### src/rtl/mfa_pkg.sv
`timescale 1ns/1ps
package mfa_pkg;

    typedef enum logic [1:0] {
        SR_OFF   = 2'd0,
        SR_CONT  = 2'd1,
        SR_ONCE  = 2'd2,
        SR_SPARE = 2'd3
    } sr_mode_e;

    localparam int EV_CAPTURED = 0;
    localparam int EV_MISALIGN = 1;
    localparam int EV_COUNT    = 2;

    function automatic logic mode_tracks(input sr_mode_e m);
        return (m == SR_CONT) || (m == SR_ONCE);
    endfunction

endpackage

### src/rtl/mfa_sysref_sync.sv
`timescale 1ns/1ps
module mfa_sysref_sync #(
    parameter int STAGES = 2
) (
    input  logic clk,
    input  logic rst_n,
    input  logic sysref_in,
    output logic sysref_edge
);
    localparam int CHAIN_W = STAGES + 1;

    typedef struct packed {
        logic [CHAIN_W-1:0] chain;
    } st_t;

    st_t st_d, st_q;

    always_comb begin
        st_d       = st_q;
        st_d.chain = {st_q.chain[CHAIN_W-2:0], sysref_in};
    end

    always_ff @(posedge clk or negedge rst_n) begin
        if (!rst_n) st_q <= '0;
        else        st_q <= st_d;
    end

    // rising edge on the synchronized copy against its registered delay
    assign sysref_edge = st_q.chain[STAGES-1] & ~st_q.chain[STAGES];

endmodule

### src/rtl/mfa_beat_counter.sv
`timescale 1ns/1ps
module mfa_beat_counter #(
    parameter int BEAT_W = 8
) (
    input  logic              clk,
    input  logic              rst_n,
    input  logic [BEAT_W-1:0] period_m1,
    input  logic [BEAT_W-1:0] offset_beats,
    input  logic              load,
    output logic [BEAT_W-1:0] cnt,
    output logic              at_offset
);
    typedef struct packed {
        logic [BEAT_W-1:0] cnt;
    } st_t;

    st_t st_d, st_q;

    function automatic logic [BEAT_W-1:0] step(input logic [BEAT_W-1:0] x,
                                               input logic [BEAT_W-1:0] top);
        return (x >= top) ? '0 : x + 1'b1;
    endfunction

    always_comb begin
        st_d = st_q;
        if (load) st_d.cnt = step(offset_beats, period_m1);
        else      st_d.cnt = step(st_q.cnt, period_m1);
    end

    always_ff @(posedge clk or negedge rst_n) begin
        if (!rst_n) st_q <= '0;
        else        st_q <= st_d;
    end

    assign cnt       = st_q.cnt;
    assign at_offset = (st_q.cnt == offset_beats);

    AST_CNT_RANGE: assert property (@(posedge clk) disable iff (!rst_n)
        ($past(period_m1) == period_m1) |-> (st_q.cnt <= period_m1));

    AST_WRAP_TO_ZERO: assert property (@(posedge clk) disable iff (!rst_n)
        (st_q.cnt == period_m1 && !load && $stable(period_m1))
            |=> (st_q.cnt == '0));

endmodule

### src/rtl/mfa_align_ctrl.sv
`timescale 1ns/1ps
module mfa_align_ctrl
    import mfa_pkg::*;
(
    input  logic     clk,
    input  logic     rst_n,
    input  sr_mode_e mode,
    input  logic     sysref_edge,
    input  logic     at_offset,
    output logic     align_load,
    output logic     ev_captured,
    output logic     ev_misalign,
    output logic     lmfc_valid
);
    typedef struct packed {
        sr_mode_e mode;
        logic     locked;
    } st_t;

    st_t  st_d, st_q;
    logic mode_chg;
    logic take_edge;

    always_comb begin
        st_d      = st_q;
        mode_chg  = (mode != st_q.mode);
        take_edge = sysref_edge && mode_tracks(mode) && !mode_chg &&
                    ((mode == SR_CONT) || !st_q.locked);

        ev_captured = take_edge;
        ev_misalign = take_edge && st_q.locked && !at_offset;
        align_load  = take_edge;

        st_d.mode   = mode;
        st_d.locked = mode_chg ? 1'b0 : (st_q.locked || take_edge);
    end

    always_ff @(posedge clk or negedge rst_n) begin
        if (!rst_n) begin
            st_q.mode   <= SR_OFF;
            st_q.locked <= 1'b0;
        end else begin
            st_q <= st_d;
        end
    end

    assign lmfc_valid = !mode_tracks(st_q.mode) || st_q.locked;

    AST_LOCK_FROM_EDGE: assert property (@(posedge clk) disable iff (!rst_n)
        $rose(st_q.locked) |-> $past(sysref_edge));

    AST_MODE_CHG_UNLOCK: assert property (@(posedge clk) disable iff (!rst_n)
        (mode != st_q.mode) |=> !st_q.locked);

    AST_ONESHOT_FROZEN: assert property (@(posedge clk) disable iff (!rst_n)
        (st_q.locked && st_q.mode == SR_ONCE && mode == SR_ONCE) |-> !align_load);

    AST_OFF_IGNORES: assert property (@(posedge clk) disable iff (!rst_n)
        !mode_tracks(mode) |-> !ev_captured);

endmodule

### src/rtl/mfa_sticky_bits.sv
`timescale 1ns/1ps
module mfa_sticky_bits #(
    parameter int NUM = 2
) (
    input  logic           clk,
    input  logic           rst_n,
    input  logic [NUM-1:0] set,
    input  logic [NUM-1:0] clr,
    output logic [NUM-1:0] bits
);
    typedef struct packed {
        logic [NUM-1:0] bits;
    } st_t;

    st_t st_d, st_q;

    always_comb begin
        st_d      = st_q;
        st_d.bits = (st_q.bits & ~clr) | set;
    end

    always_ff @(posedge clk or negedge rst_n) begin
        if (!rst_n) st_q <= '0;
        else        st_q <= st_d;
    end

    assign bits = st_q.bits;

    for (genvar i = 0; i < NUM; i++) begin : g_chk
        AST_STICKY_SET: assert property (@(posedge clk) disable iff (!rst_n)
            set[i] |=> bits[i]);
        AST_W1C_CLEAR: assert property (@(posedge clk) disable iff (!rst_n)
            (clr[i] && !set[i]) |=> !bits[i]);
        AST_STICKY_HOLD: assert property (@(posedge clk) disable iff (!rst_n)
            (bits[i] && !clr[i]) |=> bits[i]);
    end

endmodule

### src/rtl/mfclk_align.sv
`timescale 1ns/1ps
module mfclk_align
    import mfa_pkg::*;
#(
    parameter int BEAT_W      = 8,
    parameter int OPB_LOG2    = 2,
    parameter int SYNC_STAGES = 2,
    localparam int OFS_W      = BEAT_W + OPB_LOG2
) (
    input  logic              clk,
    input  logic              rst_n,
    input  logic              sysref_in,
    input  logic [1:0]        cfg_mode,
    input  logic [BEAT_W-1:0] cfg_period_m1,
    input  logic [OFS_W-1:0]  cfg_offset_oct,
    input  logic              clr_captured,
    input  logic              clr_misalign,
    output logic              lmfc_pulse,
    output logic              lmfc_valid,
    output logic              stat_captured,
    output logic              stat_misalign,
    output logic [OFS_W-1:0]  offset_rb_oct
);
    sr_mode_e              mode;
    logic                  sr_edge;
    logic                  align_load;
    logic                  at_offset;
    logic [BEAT_W-1:0]     beat_cnt;
    logic [BEAT_W-1:0]     offset_beats;
    logic [EV_COUNT-1:0]   ev_set;
    logic [EV_COUNT-1:0]   ev_clr;
    logic [EV_COUNT-1:0]   ev_bits;

    assign mode          = sr_mode_e'(cfg_mode);
    assign offset_beats  = cfg_offset_oct[OFS_W-1:OPB_LOG2];
    assign offset_rb_oct = {offset_beats, {OPB_LOG2{1'b0}}};

    mfa_sysref_sync #(.STAGES(SYNC_STAGES)) u_sync (
        .clk         (clk),
        .rst_n       (rst_n),
        .sysref_in   (sysref_in),
        .sysref_edge (sr_edge)
    );

    mfa_align_ctrl u_ctrl (
        .clk         (clk),
        .rst_n       (rst_n),
        .mode        (mode),
        .sysref_edge (sr_edge),
        .at_offset   (at_offset),
        .align_load  (align_load),
        .ev_captured (ev_set[EV_CAPTURED]),
        .ev_misalign (ev_set[EV_MISALIGN]),
        .lmfc_valid  (lmfc_valid)
    );

    mfa_beat_counter #(.BEAT_W(BEAT_W)) u_cnt (
        .clk          (clk),
        .rst_n        (rst_n),
        .period_m1    (cfg_period_m1),
        .offset_beats (offset_beats),
        .load         (align_load),
        .cnt          (beat_cnt),
        .at_offset    (at_offset)
    );

    assign ev_clr[EV_CAPTURED] = clr_captured;
    assign ev_clr[EV_MISALIGN] = clr_misalign;

    mfa_sticky_bits #(.NUM(EV_COUNT)) u_stat (
        .clk   (clk),
        .rst_n (rst_n),
        .set   (ev_set),
        .clr   (ev_clr),
        .bits  (ev_bits)
    );

    assign stat_captured = ev_bits[EV_CAPTURED];
    assign stat_misalign = ev_bits[EV_MISALIGN];
    assign lmfc_pulse    = lmfc_valid && (beat_cnt == '0);

    AST_ERR_ONLY_CONT: assert property (@(posedge clk) disable iff (!rst_n)
        $rose(stat_misalign) |-> ($past(cfg_mode) == SR_CONT));

    AST_LOAD_AT_OFFSET: assert property (@(posedge clk) disable iff (!rst_n)
        (align_load && $stable(cfg_offset_oct) && $stable(cfg_period_m1) &&
         offset_beats < cfg_period_m1) |=> (beat_cnt == offset_beats + 1'b1));

endmodule

### config.mk
export PLATFORM = sky130hd
export DESIGN_NAME = mfclk_align
export DESIGN_NICKNAME = d
export VERILOG_FILES = /design/src/rtl/mfa_pkg.sv /design/src/rtl/mfa_sysref_sync.sv /design/src/rtl/mfa_beat_counter.sv /design/src/rtl/mfa_align_ctrl.sv /design/src/rtl/mfa_sticky_bits.sv /design/src/rtl/mfclk_align.sv
export SDC_FILE = /design/constraint.sdc
export NUM_CORES = 1
export LEC_CHECK = 0
export ABC_AREA = 0
export ABC_CLOCK_PERIOD_IN_PS = 4850
export BUFFER_PORTS_ARGS = -buffer_cell sky130_fd_sc_hd__buf_2
export CORE_AREA = 4 4 57 59
export CTS_CLUSTER_DIAMETER = 120
export DETAILED_ROUTE_END_ITERATION = 8
export DIE_AREA = 0 0 61 63
export PLACE_DENSITY = 0.76
export SLEW_MARGIN = 20
export SYNTH_ARGS = -nofsm -noshare
export SYNTH_HDL_FRONTEND = slang
export SYNTH_SLANG_ARGS = --single-unit
### constraint.sdc
create_clock -name clk -period 4.85 [get_ports clk]
set_clock_uncertainty 0.2 [all_clocks]
set_input_delay 0.2425 -clock clk [delete_from_list [all_inputs] [get_ports clk]]
set_output_delay 0.2425 -clock clk [all_outputs]
set_load 0.02 [all_outputs]
Word-level counts from Yosys, hierarchy flattened
Index checks and enable logic that the tools add are counted.
{"block": "op_classes", "bitwise": 5, "reduce_logical": 16, "n_addsub": 2, "n_mux": 4, "n_eq_ne": 6, "order_cmp": 2}
{"op": "8-bit 2-to-1 mux", "count": 3}
{"op": "8-bit by 1-bit adder with 8-bit output (second input constant)", "count": 2}
{"op": "8-bit greater-or-equal comparator", "count": 2}
{"op": "8-bit equality test", "count": 1}
{"op": "8-bit logical NOT", "count": 1}
{"op": "1-bit logical AND", "count": 6}
{"op": "1-bit logical OR", "count": 5}
{"op": "2-bit by 1-bit equality test with 1-bit output (second input constant)", "count": 2}
{"op": "2-bit equality test (second input constant)", "count": 2}
{"op": "1-bit logical NOT", "count": 4}
{"op": "2-bit bitwise AND", "count": 1}
{"op": "2-bit != test", "count": 1}
{"op": "2-bit inverter", "count": 1}
{"op": "2-bit OR", "count": 1}
{"op": "1-bit bitwise AND", "count": 1}
{"op": "1-bit 2-to-1 mux", "count": 1}
{"op": "1-bit inverter", "count": 1}
{"block": "totals", "out_inout_bits": 14, "input_bits": 25, "ff_bits": 16}

Depth between registers and ports, before layout
Gate-level depths: netlist of run 1.
{"block": "logic_depth", "ltp_word": 8, "mapped_depth": 7, "mapped_depth_nobuf": 7}

Hierarchy
From an unflattened synthesis of run 1, not the netlist that was laid out.
{"block": "unflattened", "hier_cells": 141, "area_unflattened_um2": 1401.3}
{"mod": "mfa_beat_counter", "cells_each": 100, "seq_area_each_um2": 200.2, "area_per_inst_um2": 953.4, "instances": 1}
{"mod": "mfa_align_ctrl", "cells_each": 17, "seq_area_each_um2": 75.1, "area_per_inst_um2": 178.9, "instances": 1}
{"mod": "mfclk_align", "cells_each": 14, "seq_area_each_um2": 0.0, "area_per_inst_um2": 107.6, "instances": 1}
{"mod": "mfa_sysref_sync", "cells_each": 4, "seq_area_each_um2": 75.1, "area_per_inst_um2": 88.8, "instances": 1}
{"mod": "mfa_sticky_bits", "cells_each": 6, "seq_area_each_um2": 50.0, "area_per_inst_um2": 72.6, "instances": 1}

Least setup slack after synthesis of run 1
Ideal clock, no wire load.
{"block": "synth_path", "path_type": "reg-to-reg", "start": "reg u_cnt.st_q, in the netlist u_cnt.cnt[0]", "end": "reg u_cnt.st_q, in the netlist u_cnt.cnt[2]", "n_path_buf": 0, "required_ns": 4.501, "arrival_ns": 1.513, "path_slack_ns": 2.988, "stages_incl_launch_ff": 8, "cell_sequence": "dfrtp_1 > inv_1 > ha_1 > nand2b_1 > a21o_1 > a211oi_1 > o31ai_2 > o22ai_1"}
{"item": "start, declared", "line": "mfa_beat_counter.sv:17", "rtl": "st_t st_d, st_q;"}
{"item": "start signal, assigned", "line": "mfa_beat_counter.sv:32", "rtl": "else st_q <= st_d;"}

==> flow_metrics.tcl, run 1 <==
set metrics [dict create \
    grt_pass1_vias 1026 \
    cts-root-buf "clkbuf_4" \
    critical_path_buf_inv_count 2 \
    required_ns 4.78 \
    dp_hpwl_um 2322 \
    pin_count 39 \
    multiInputGateArea_um2 815.8 \
    dr.pass1.iters 4 \
    synthTopCellsByCount "20 x ha_1, 16 x dfrtp_1, 16 x inv_1, 14 x xnor2_1, 10 x buf_4" \
    yosys.area.top_type "dfrtp_1" \
    post-route-drc-count 0 \
    synthFlopType "dfrtp_1" \
    ys_ff_latch 16 \
    synth_area_leaders "dfrtp_1 30%, ha_1 19%, xnor2_1 9.1%, xor2_1 5.8%, buf_4 5.6%" \
    critPathTopFamily "buffers and inverters" \
    cap_violations 0 \
    fin_crit_ns 2.389 \
    synth_edf_count 0 \
    track_usage 0.1536 \
    fmax_mhz 418.6 \
    synthDistinctLibCells 30 \
    gp_congestion 0.8267 \
    crit_arrival_ns 2.32 \
    diodes 0 \
    synthCells 138 \
    drtIter0Drc 19 \
    rows 19 \
    layout.area.seq_um2 400.4 \
    criticalPathCategory "input port to register" \
    netlist_area_um2 1348 \
    async_flop_share 1.000 \
    yosysWarnings 0 \
    coreArea_um2 2710 \
    cp_num_cells 8 \
    status "finished clean" \
    p_leak_nw 0.8091 \
    worstPathMaxFanout 8 \
    setup_violations 0 \
    ir_worst_vdd_mv 0.3046 \
    wl_per_cell_um 13.83 \
    slew_violations 0 \
    post-synth-top-count-cell "ha_1" \
    cts_buffers 3 \
    post_cts_buffers 0 \
    via_per_inst 5.355 \
    path_cells "dlygate4sd3_1, buf_2, ha_1, nor3b_2, o2111ai_1, and3_2, o31ai_2, o22ai_1" \
    vias 1087 \
    cts_max_level 1 \
    path_clk_slew_ns 0.08 \
    synth_top_area_frac 0.2971 \
    post_synth.cell_area_avg_um2 9.765 \
    wl_um 2807 \
    area_growth_pct 16.34 \
    power_density_nw_per_um2 349.7 \
    postRouteAntennaNets 0 \
    clock_sinks 16 \
    die_area_um2 3843 \
    grt_max_degree 17 \
    cp-start-kind "input port" \
    fin_nets 219 \
    fin_crit_sh 0.4926 \
    die_height_um 63 \
    ys_seq_area_frac 0.2971 \
    crit_path_end_kind "register" \
    hold_depth 2 \
    min_path_type "input port to register" \
    nFillCells 255 \
    tightest_slew_ns 0.6674 \
    worst-r2r-cell-count 7 \
    die_w_um 61 \
    portBuffers 34 \
    grt_pass1_wl_um 4574 \
    timing_hold_violations_final 0 \
    critPathMaxStageDelay_ns 0.53 \
    rsz0062_at_grt "no" \
    layout-drive-gt1-share 0.2558 \
    cp_slowest_cell "dlygate4sd3_1" \
    grt_overflow 0 \
    cts_buffer_depth 2 \
    cts_tree "done" \
    antenna_found_initial 0 \
    initial_core_util 0.4972 \
    slew_headroom 0.5524 \
    tns_ns 0 \
    insertion_delay_ns 0.28 \
    fin_util 0.5785 \
]
[cells by family after synthesis]
group / after synthesis / share of synthesized area
compound gates: 25 / 0.1486
xor+xnor: 23 / 0.1495
fa+ha+maj: 20 / 0.1857
buf+inv: 26 / 0.1003
flops: 16 / 0.2971
other cells: 1 / 0.002783
simple gates: 27 / 0.1161
[final cells by class]
cell class,instances,share of cell area
Tap cell,31,0.02474
Sequential cell,16,0.2554
Multi-Input combinational cell,97,0.5204
Clock buffer,3,0.01437
Timing Repair Buffer,40,0.1468
Inverter,16,0.03831
[flip-flops by register name, indices dropped and copies added (netlist names)]
| register | flops |
|---|---|
| u_sync.st_q | 3 |
| u_cnt.cnt | 8 |
| u_stat.bits | 2 |
| u_ctrl.st_q | 3 |
[through the flow]
| step | hold WS (ns) | setup slack (ns) | power (W) | area (µm²) | std cells |
|---|---|---|---|---|---|
| after global routing | 0.04866 | 2.421 | 0.0005930 | 1568 | 203 |
| after floorplan | -0.2531 | 2.988 | 0.0004062 | 1351 | 139 |
| after global placement | -0.03983 | 2.749 | 0.0004628 | 1485 | 194 |
| after CTS | 0.04631 | 2.487 | 0.0005515 | 1568 | 203 |
| after detailed placement | -0.02940 | 2.699 | 0.0004782 | 1485 | 194 |
| final | 0.05079 | 2.461 | 0.0005483 | 1568 | 203 |
[cell usage in the layout (no fill, tap or decap), drive strengths merged, types with 2 or more instances in the layout]
| cell type | Yosys | final |
|---|---|---|
| buf | 10 | 34 |
| ha | 20 | 20 |
| inv | 16 | 16 |
| dfrtp | 16 | 16 |
| xnor2 | 14 | 14 |
| nand3 | 9 | 9 |
| xor2 | 9 | 9 |
| o22ai | 8 | 8 |
| dlygate4sd3 | 0 | 6 |
| and3 | 6 | 6 |
| a21o | 4 | 4 |
| o21ai | 3 | 3 |
| nand2 | 3 | 3 |
| clkbuf | 0 | 3 |
| a211oi | 3 | 3 |
| nand2b | 2 | 2 |
| o31ai | 2 | 2 |
| nand4 | 2 | 2 |
| conb | 1 | 2 |
[worst paths after layout]
| kind | from | to | slack (ns) |
|---|---|---|---|
| setup / recovery | cfg_mode[0] | u_cnt.cnt[2] | 2.46 |
| hold / removal | cfg_offset_oct[2] | u_cnt.cnt[0] | 0.05 |
| setup reg to reg | u_cnt.cnt[0] | u_cnt.cnt[2] | 2.67 |
| hold reg to reg | u_sync.st_q[0] | u_sync.st_q[1] | 0.15 |
| max in group asynchronous | rst_n | u_cnt.cnt[0] | 4.00 |
| min in group asynchronous | rst_n | u_ctrl.st_q[1] | 0.19 |
[per-layer routing]
layer	vias up	wire length, µm	track usage
met1	507	1210	0.2092
met3	0	175	0.04339
met2	31	1422	0.2473
met4	0	0	0.01626
li1	549	-	-
met5	-	0	0
[worst register-to-register path: cells and delay by family (launching register included)]
| family | cells | cell delay (ns) |
|---|---|---|
| AND/OR/NAND/NOR | 1 | 0.10 |
| adder cells (fa/ha/maj) | 1 | 0.28 |
| buffers and inverters | 1 | 0.09 |
| flip-flops | 1 | 0.43 |
| AO/OA/AOI/OAI | 4 | 0.92 |
[timing repair]
| item | 4_1_cts | 5_1_grt |
|---|---|---|
| hold endpoints to repair | 21 | 0 |
| endpoints found under the setup margin | 0 | 0 |
| hold buffers | 6 | 0 |
| resized for setup | 0 | 0 |
[power breakdown]
| part | internal (W) | leakage (nW) | total, W | switching (W) |
|---|---|---|---|---|
| sequential | 0.000167 | 0.203 | 0.000223 | 0.0000560 |
| clock | 0.0000288 | 0.0138 | 0.0000675 | 0.0000387 |
| combinational | 0.000130 | 0.593 | 0.000258 | 0.000128 |
| total | 0.000325 | 0.809 | 0.000548 | 0.000223 |
No activity file was read; power rests on OpenSTA's default activity.
==> inputs of run 2 (changes only) <==
--- a/config.mk
+++ b/config.mk
@@ -5,13 +5,13 @@
 export SDC_FILE = /design/constraint.sdc
 export NUM_CORES = 1
 export LEC_CHECK = 0
-export ABC_AREA = 0
-export ABC_CLOCK_PERIOD_IN_PS = 4850
+export ABC_AREA = 1
+export ABC_CLOCK_PERIOD_IN_PS = 2029
 export BUFFER_PORTS_ARGS = -buffer_cell sky130_fd_sc_hd__buf_2
-export CORE_AREA = 4 4 57 59
+export CORE_AREA = 4 4 63 65
 export CTS_CLUSTER_DIAMETER = 120
 export DETAILED_ROUTE_END_ITERATION = 8
-export DIE_AREA = 0 0 61 63
+export DIE_AREA = 0 0 67 69
 export PLACE_DENSITY = 0.76
 export SLEW_MARGIN = 20
 export SYNTH_ARGS = -nofsm -noshare
==> constraint.sdc (replaced) <==
create_clock -name clk -period 2.03 [get_ports clk]
set_clock_uncertainty 0.2 [all_clocks]
set_input_delay 0.1015 -clock clk [delete_from_list [all_inputs] [get_ports clk]]
set_output_delay 0.1015 -clock clk [all_outputs]
set_load 0.02 [all_outputs]
==> flow_metrics.tcl, run 2 <==
set metrics [dict create \
    netlist_area_um2 1645 \
    ys_ff_latch 16 \
    die_area_um2 4623 \
    yosysWarnings 0 \
    die_w_um 67 \
    place_ws_ns 0.2482 \
    post-synth-top-count-cell "nand2_1" \
    synthTopCellsByCount "67 x nand2_1, 31 x inv_1, 24 x nand3_1, 20 x ha_1, 17 x nor2_1" \
    synthDistinctLibCells 27 \
    post_synth.cell_area_avg_um2 6.827 \
    coreArea_um2 3337 \
    cp-start-kind "register" \
    wl_per_cell_um 10.57 \
    insertion_delay_ns 0.29 \
    critPathTopFamily "simple AND/OR/NAND/NOR gates" \
    status "finished clean" \
    dr_wl_met3_um 126 \
    rrSetupSlack_ns 0.17 \
    largest_register_ffs 8 \
    synth_area_leaders "dfrtp_1 24%, nand2_1 15%, ha_1 15%, nand3_1 7.3%, inv_1 7.1%" \
    critPathMaxStageDelay_ns 0.39 \
    via_per_inst 4.664 \
    portBuffers 34 \
    final_common_cell "nand2_1" \
    synthCells 241 \
    ys_seq_area_frac 0.2433 \
    diodes 0 \
    slew_violations 0 \
    initial_core_util 0.4931 \
    route.met2.wl_um 1622 \
    die_height_um 69 \
    post-route-drc-count 0 \
    crit_arrival_ns 1.62 \
    grt_pass1_vias 1250 \
    top_register "u_cnt.cnt" \
    fin_util 0.5763 \
    dr.pass1.iters 4 \
    dp_hpwl_um 2783 \
    postRouteAntennaNets 0 \
    grt_overflow 0 \
    fmax_mhz 521.6 \
    yosys.area.top_type "dfrtp_1" \
    layout_setup_ws_ns 0.1127 \
    clock_sinks 16 \
    cts_buffer_depth 2 \
    min_path_type "input port to async pin" \
    p_leak_nw 1.126 \
    cts_tree "done" \
    vias 1511 \
    layout-drive-gt1-share 0.2158 \
    synthFlopType "dfrtp_1" \
    grt_pass1_wl_um 5423 \
    cts-root-buf "clkbuf_4" \
    ctsHoldBuffers 7 \
    top_layer "met4" \
    synth_top_area_frac 0.2433 \
    synth_edf_count 0 \
    cts_max_level 1 \
    criticalPathCategory "register to output port" \
    rsz0062_at_grt "no" \
    dp.cells 313 \
    fin_crit_ns 1.917 \
    post_cts_buffers 0 \
    fin_crit_sh 0.9445 \
    tns_ns 0 \
    wl_met1_um 1641 \
    reg.largest.list "u_cnt.cnt: 8 flops, u_ctrl.st_q: 3 flops, u_sync.st_q: 3 flops" \
    drtIter0Drc 41 \
    required_ns 1.73 \
    crit_path_end_kind "output port" \
    cp_slowest_cell "dfrtp_1" \
    cap_violations 0 \
    final_cells 324 \
    power_w 0.001574 \
    track_usage 0.1482 \
    path_clk_slew_ns 0.10 \
    antenna_found_initial 0 \
    setup_violations 0 \
    grt_max_degree 17 \
    cts_buffers 3 \
    wl_um 3424 \
    ir_worst_vdd_mv 0.5574 \
    path_cells "buf_4, nor4_1, nand3_1, nor2_1, buf_2" \
    rows 21 \
    layout_common_cells "67 x nand2_1, 34 x buf_2, 31 x inv_1" \
    timing_hold_violations_final 0 \
    gp_congestion 0.8232 \
    area_growth_pct 16.88 \
    pin_count 39 \
    fin_nets 324 \
    cts-resized-gates 0 \
    worstPathMaxFanout 7 \
    power_density_nw_per_um2 818.6 \
    async_flop_share 1.000 \
    critical_path_buf_inv_count 2 \
]
[run 2: changes by cell type after synthesis, moves of 10 or more]
cell     delta
nand2_1    +64
nor2_1     +16
inv_1      +15
nand3_1    +15
inv_2      +10
[run 2: layer usage]
metal  track usage  vias to the layer above
li1              -                      819
met1        0.2054                      656
met2        0.2336                       32
met3       0.02597                        4
met4       0.04054                        0
met5             0                        -
[run 2: cells by family after synthesis]
logic type / share of synthesized area
AOI/OAI and AO/OA: 0.04791
xor gates and xnor gates: 0.06388
adders and majority gates: 0.1521
buffers and inverters: 0.1506
DFF: 0.2433
other: 0.002279
and+or+nand+nor: 0.3399
[run 2: through the flow]
stage	hold WS [ns]	area, µm²
after floorplan	-0.3941	1649
after global placement	-0.1676	1817
after detailed placement	-0.1663	1817
after CTS	0.03714	1923
after global routing	0.05583	1923
final	0.03464	1923
[run 2: final timing paths]
path                                    from        endpoint  cells after the start
setup reg to reg                u_cnt.cnt[7]    u_cnt.cnt[2]                      5
setup / recovery                u_cnt.cnt[5]      lmfc_pulse                      5
max in group asynchronous              rst_n  u_sync.st_q[2]                      2
hold / removal                         rst_n  u_ctrl.st_q[2]                      2
min in group clk           cfg_offset_oct[8]    u_cnt.cnt[6]                      5
hold reg to reg               u_sync.st_q[0]  u_sync.st_q[1]                      0
[run 2: power by group]
| part | internal [W] | switching [W] | total (W) |
|---|---|---|---|
| logic | 0.000380 | 0.000488 | 0.000869 |
| clock network | 0.000109 | 0.000104 | 0.000213 |
| registers | 0.000397 | 0.0000956 | 0.000492 |
| total | 0.000886 | 0.000688 | 0.00157 |
[run 2: layout make-up]
type | count | area (µm²)
clock buffer | 4 | 36.28
fill | 337 | 1414
inverter | 42 | 157.7
multi-input combinational | 171 | 1001
sequential | 16 | 400.4
tap | 46 | 57.56
timing repair buffer | 45 | 270.3
==> inputs of run 3 (changes only) <==
--- a/config.mk
+++ b/config.mk
@@ -8,10 +8,10 @@
 export ABC_AREA = 1
 export ABC_CLOCK_PERIOD_IN_PS = 2029
 export BUFFER_PORTS_ARGS = -buffer_cell sky130_fd_sc_hd__buf_2
-export CORE_AREA = 4 4 63 65
+export CORE_AREA = 2 2 61 63
 export CTS_CLUSTER_DIAMETER = 120
 export DETAILED_ROUTE_END_ITERATION = 8
-export DIE_AREA = 0 0 67 69
+export DIE_AREA = 0 0 63 65
 export PLACE_DENSITY = 0.76
 export SLEW_MARGIN = 20
 export SYNTH_ARGS = -nofsm -noshare
==> flow_metrics.tcl, run 3 (synthesized netlist as in run 2, its figures left out) <==
set metrics [dict create \
    initial_core_util 0.4707 \
    pin_count 39 \
    die_height_um 65 \
    die_area_um2 4095 \
    insertion_delay_ns 0.29 \
    wl_um 3303 \
    required_ns 2.05 \
    path_clk_slew_ns 0.09 \
    layout_common_cells "67 x nand2_1, 34 x buf_2, 31 x inv_1" \
    grt_max_degree 17 \
    whs_ns 0.03834 \
    dp_hpwl_um 2742 \
    antenna_found_initial 0 \
    rsz0062_at_grt "no" \
    rows 22 \
    layout-drive-gt1-share 0.2186 \
    setup_violations 0 \
    largest_register_ffs 8 \
    drtIter0Drc 25 \
    ctsHoldBuffers 7 \
    diodes 0 \
    ir_worst_vdd_mv 0.3836 \
    min_path_type "input port to async pin" \
    cts_buffer_depth 2 \
    place_ws_ns 0.2488 \
    cts_buffers 3 \
    tns_ns 0 \
    fin_crit_ns 1.864 \
    die_w_um 63 \
    nFillCells 370 \
    crit_path_end_kind "register" \
    slew_violations 0 \
    final_cells 327 \
    criticalPathCategory "input port to register" \
    fmax_mhz 536.4 \
    postRouteAntennaNets 0 \
    grt_pass1_vias 1412 \
    clock_sinks 16 \
    fin_crit_sh 0.9183 \
    worstPathMaxFanout 8 \
    dr.pass1.iters 4 \
    cts-root-buf "clkbuf_4" \
    status "finished clean" \
    layout_setup_ws_ns 0.1659 \
    cap_violations 0 \
    worst-r2r-cell-count 5 \
    post_cts_buffers 0 \
    p_leak_nw 1.131 \
    final_common_cell "nand2_1" \
    cp_num_cells 10 \
    post-route-drc-count 0 \
    top_register "u_cnt.cnt" \
    critPathMaxStageDelay_ns 0.54 \
    portBuffers 34 \
    fin_util 0.5530 \
    critPathTopFamily "buffers and inverters" \
    gp_congestion 0.8020 \
    cts_tree "done" \
    cts_max_level 1 \
    vias 1512 \
    track_usage 0.1822 \
    reg.largest.list "u_cnt.cnt: 8 flops, u_ctrl.st_q: 3 flops, u_sync.st_q: 3 flops" \
    via_per_inst 4.624 \
    area_growth_pct 17.49 \
    grt_overflow 0 \
    crit_arrival_ns 1.88 \
    dp.cells 316 \
    cp_slowest_cell "dlygate4sd3_1" \
    cp-start-kind "input port" \
    cts-resized-gates 0 \
    wl_per_cell_um 10.10 \
    coreArea_um2 3496 \
    power_density_nw_per_um2 809.4 \
    fin_nets 325 \
    timing_hold_violations_final 0 \
    critical_path_buf_inv_count 3 \
    grt_pass1_wl_um 5975 \
    path_cells "dlygate4sd3_1, buf_2, ha_1, inv_2, nand2_1, nor2_1, nand2_4, nor2_8, nand3_1, o21ai_1" \
]
## run 3: final cells by class
class / instances / area, µm² / share of cell area
inverters: 42 / 157.7 / 0.08155
flip-flops and latches: 16 / 400.4 / 0.2071
well taps: 48 / 60.06 / 0.03107
multi-input cells: 171 / 1001 / 0.5178
clock buffers: 4 / 36.28 / 0.01877
repair buffers: 46 / 277.8 / 0.1437
## run 3: per-stage QoR
step	power, W	instance area [µm²]
after floorplan	0.001130	1649
after global placement	0.001333	1827
after detailed placement	0.001352	1827
after CTS	0.001574	1933
after global routing	0.001745	1933
final	0.001565	1933
## run 3: final timing paths
path / startpoint / end / slack (ns)
setup / recovery: cfg_mode[0] / u_cnt.cnt[6] / 0.17
hold / removal: rst_n / u_cnt.cnt[3] / 0.04
setup reg to reg: u_cnt.cnt[7] / u_cnt.cnt[6] / 0.23
hold reg to reg: u_sync.st_q[0] / u_sync.st_q[1] / 0.16
max in group asynchronous: rst_n / u_cnt.cnt[5] / 1.34
min in group clk: cfg_offset_oct[4] / u_cnt.cnt[2] / 0.06
## run 3: where the power goes
part           leakage [nW]  switching, W  total [W]  internal [W]
registers             0.202     0.0000883   0.000485      0.000397
logic                 0.908      0.000483   0.000871      0.000388
clock network        0.0210     0.0000994   0.000209      0.000109
## run 3: routing by layer
layer | vias up | track usage | wire (µm)
li1 | 819 | - | -
met1 | 657 | 0.2251 | 1528
met2 | 30 | 0.3285 | 1584
met3 | 6 | 0.02778 | 121
met4 | 0 | 0.05000 | 68
met5 | - | 0 | 0
## run 3: worst register-to-register path, cell delays in order (launching register included)
cell and delay (ns):
dfrtp_1 0.45, ha_1 0.32, a21o_1 0.18, nor2_1 0.17
nand3_1 0.22, o21ai_1 0.18
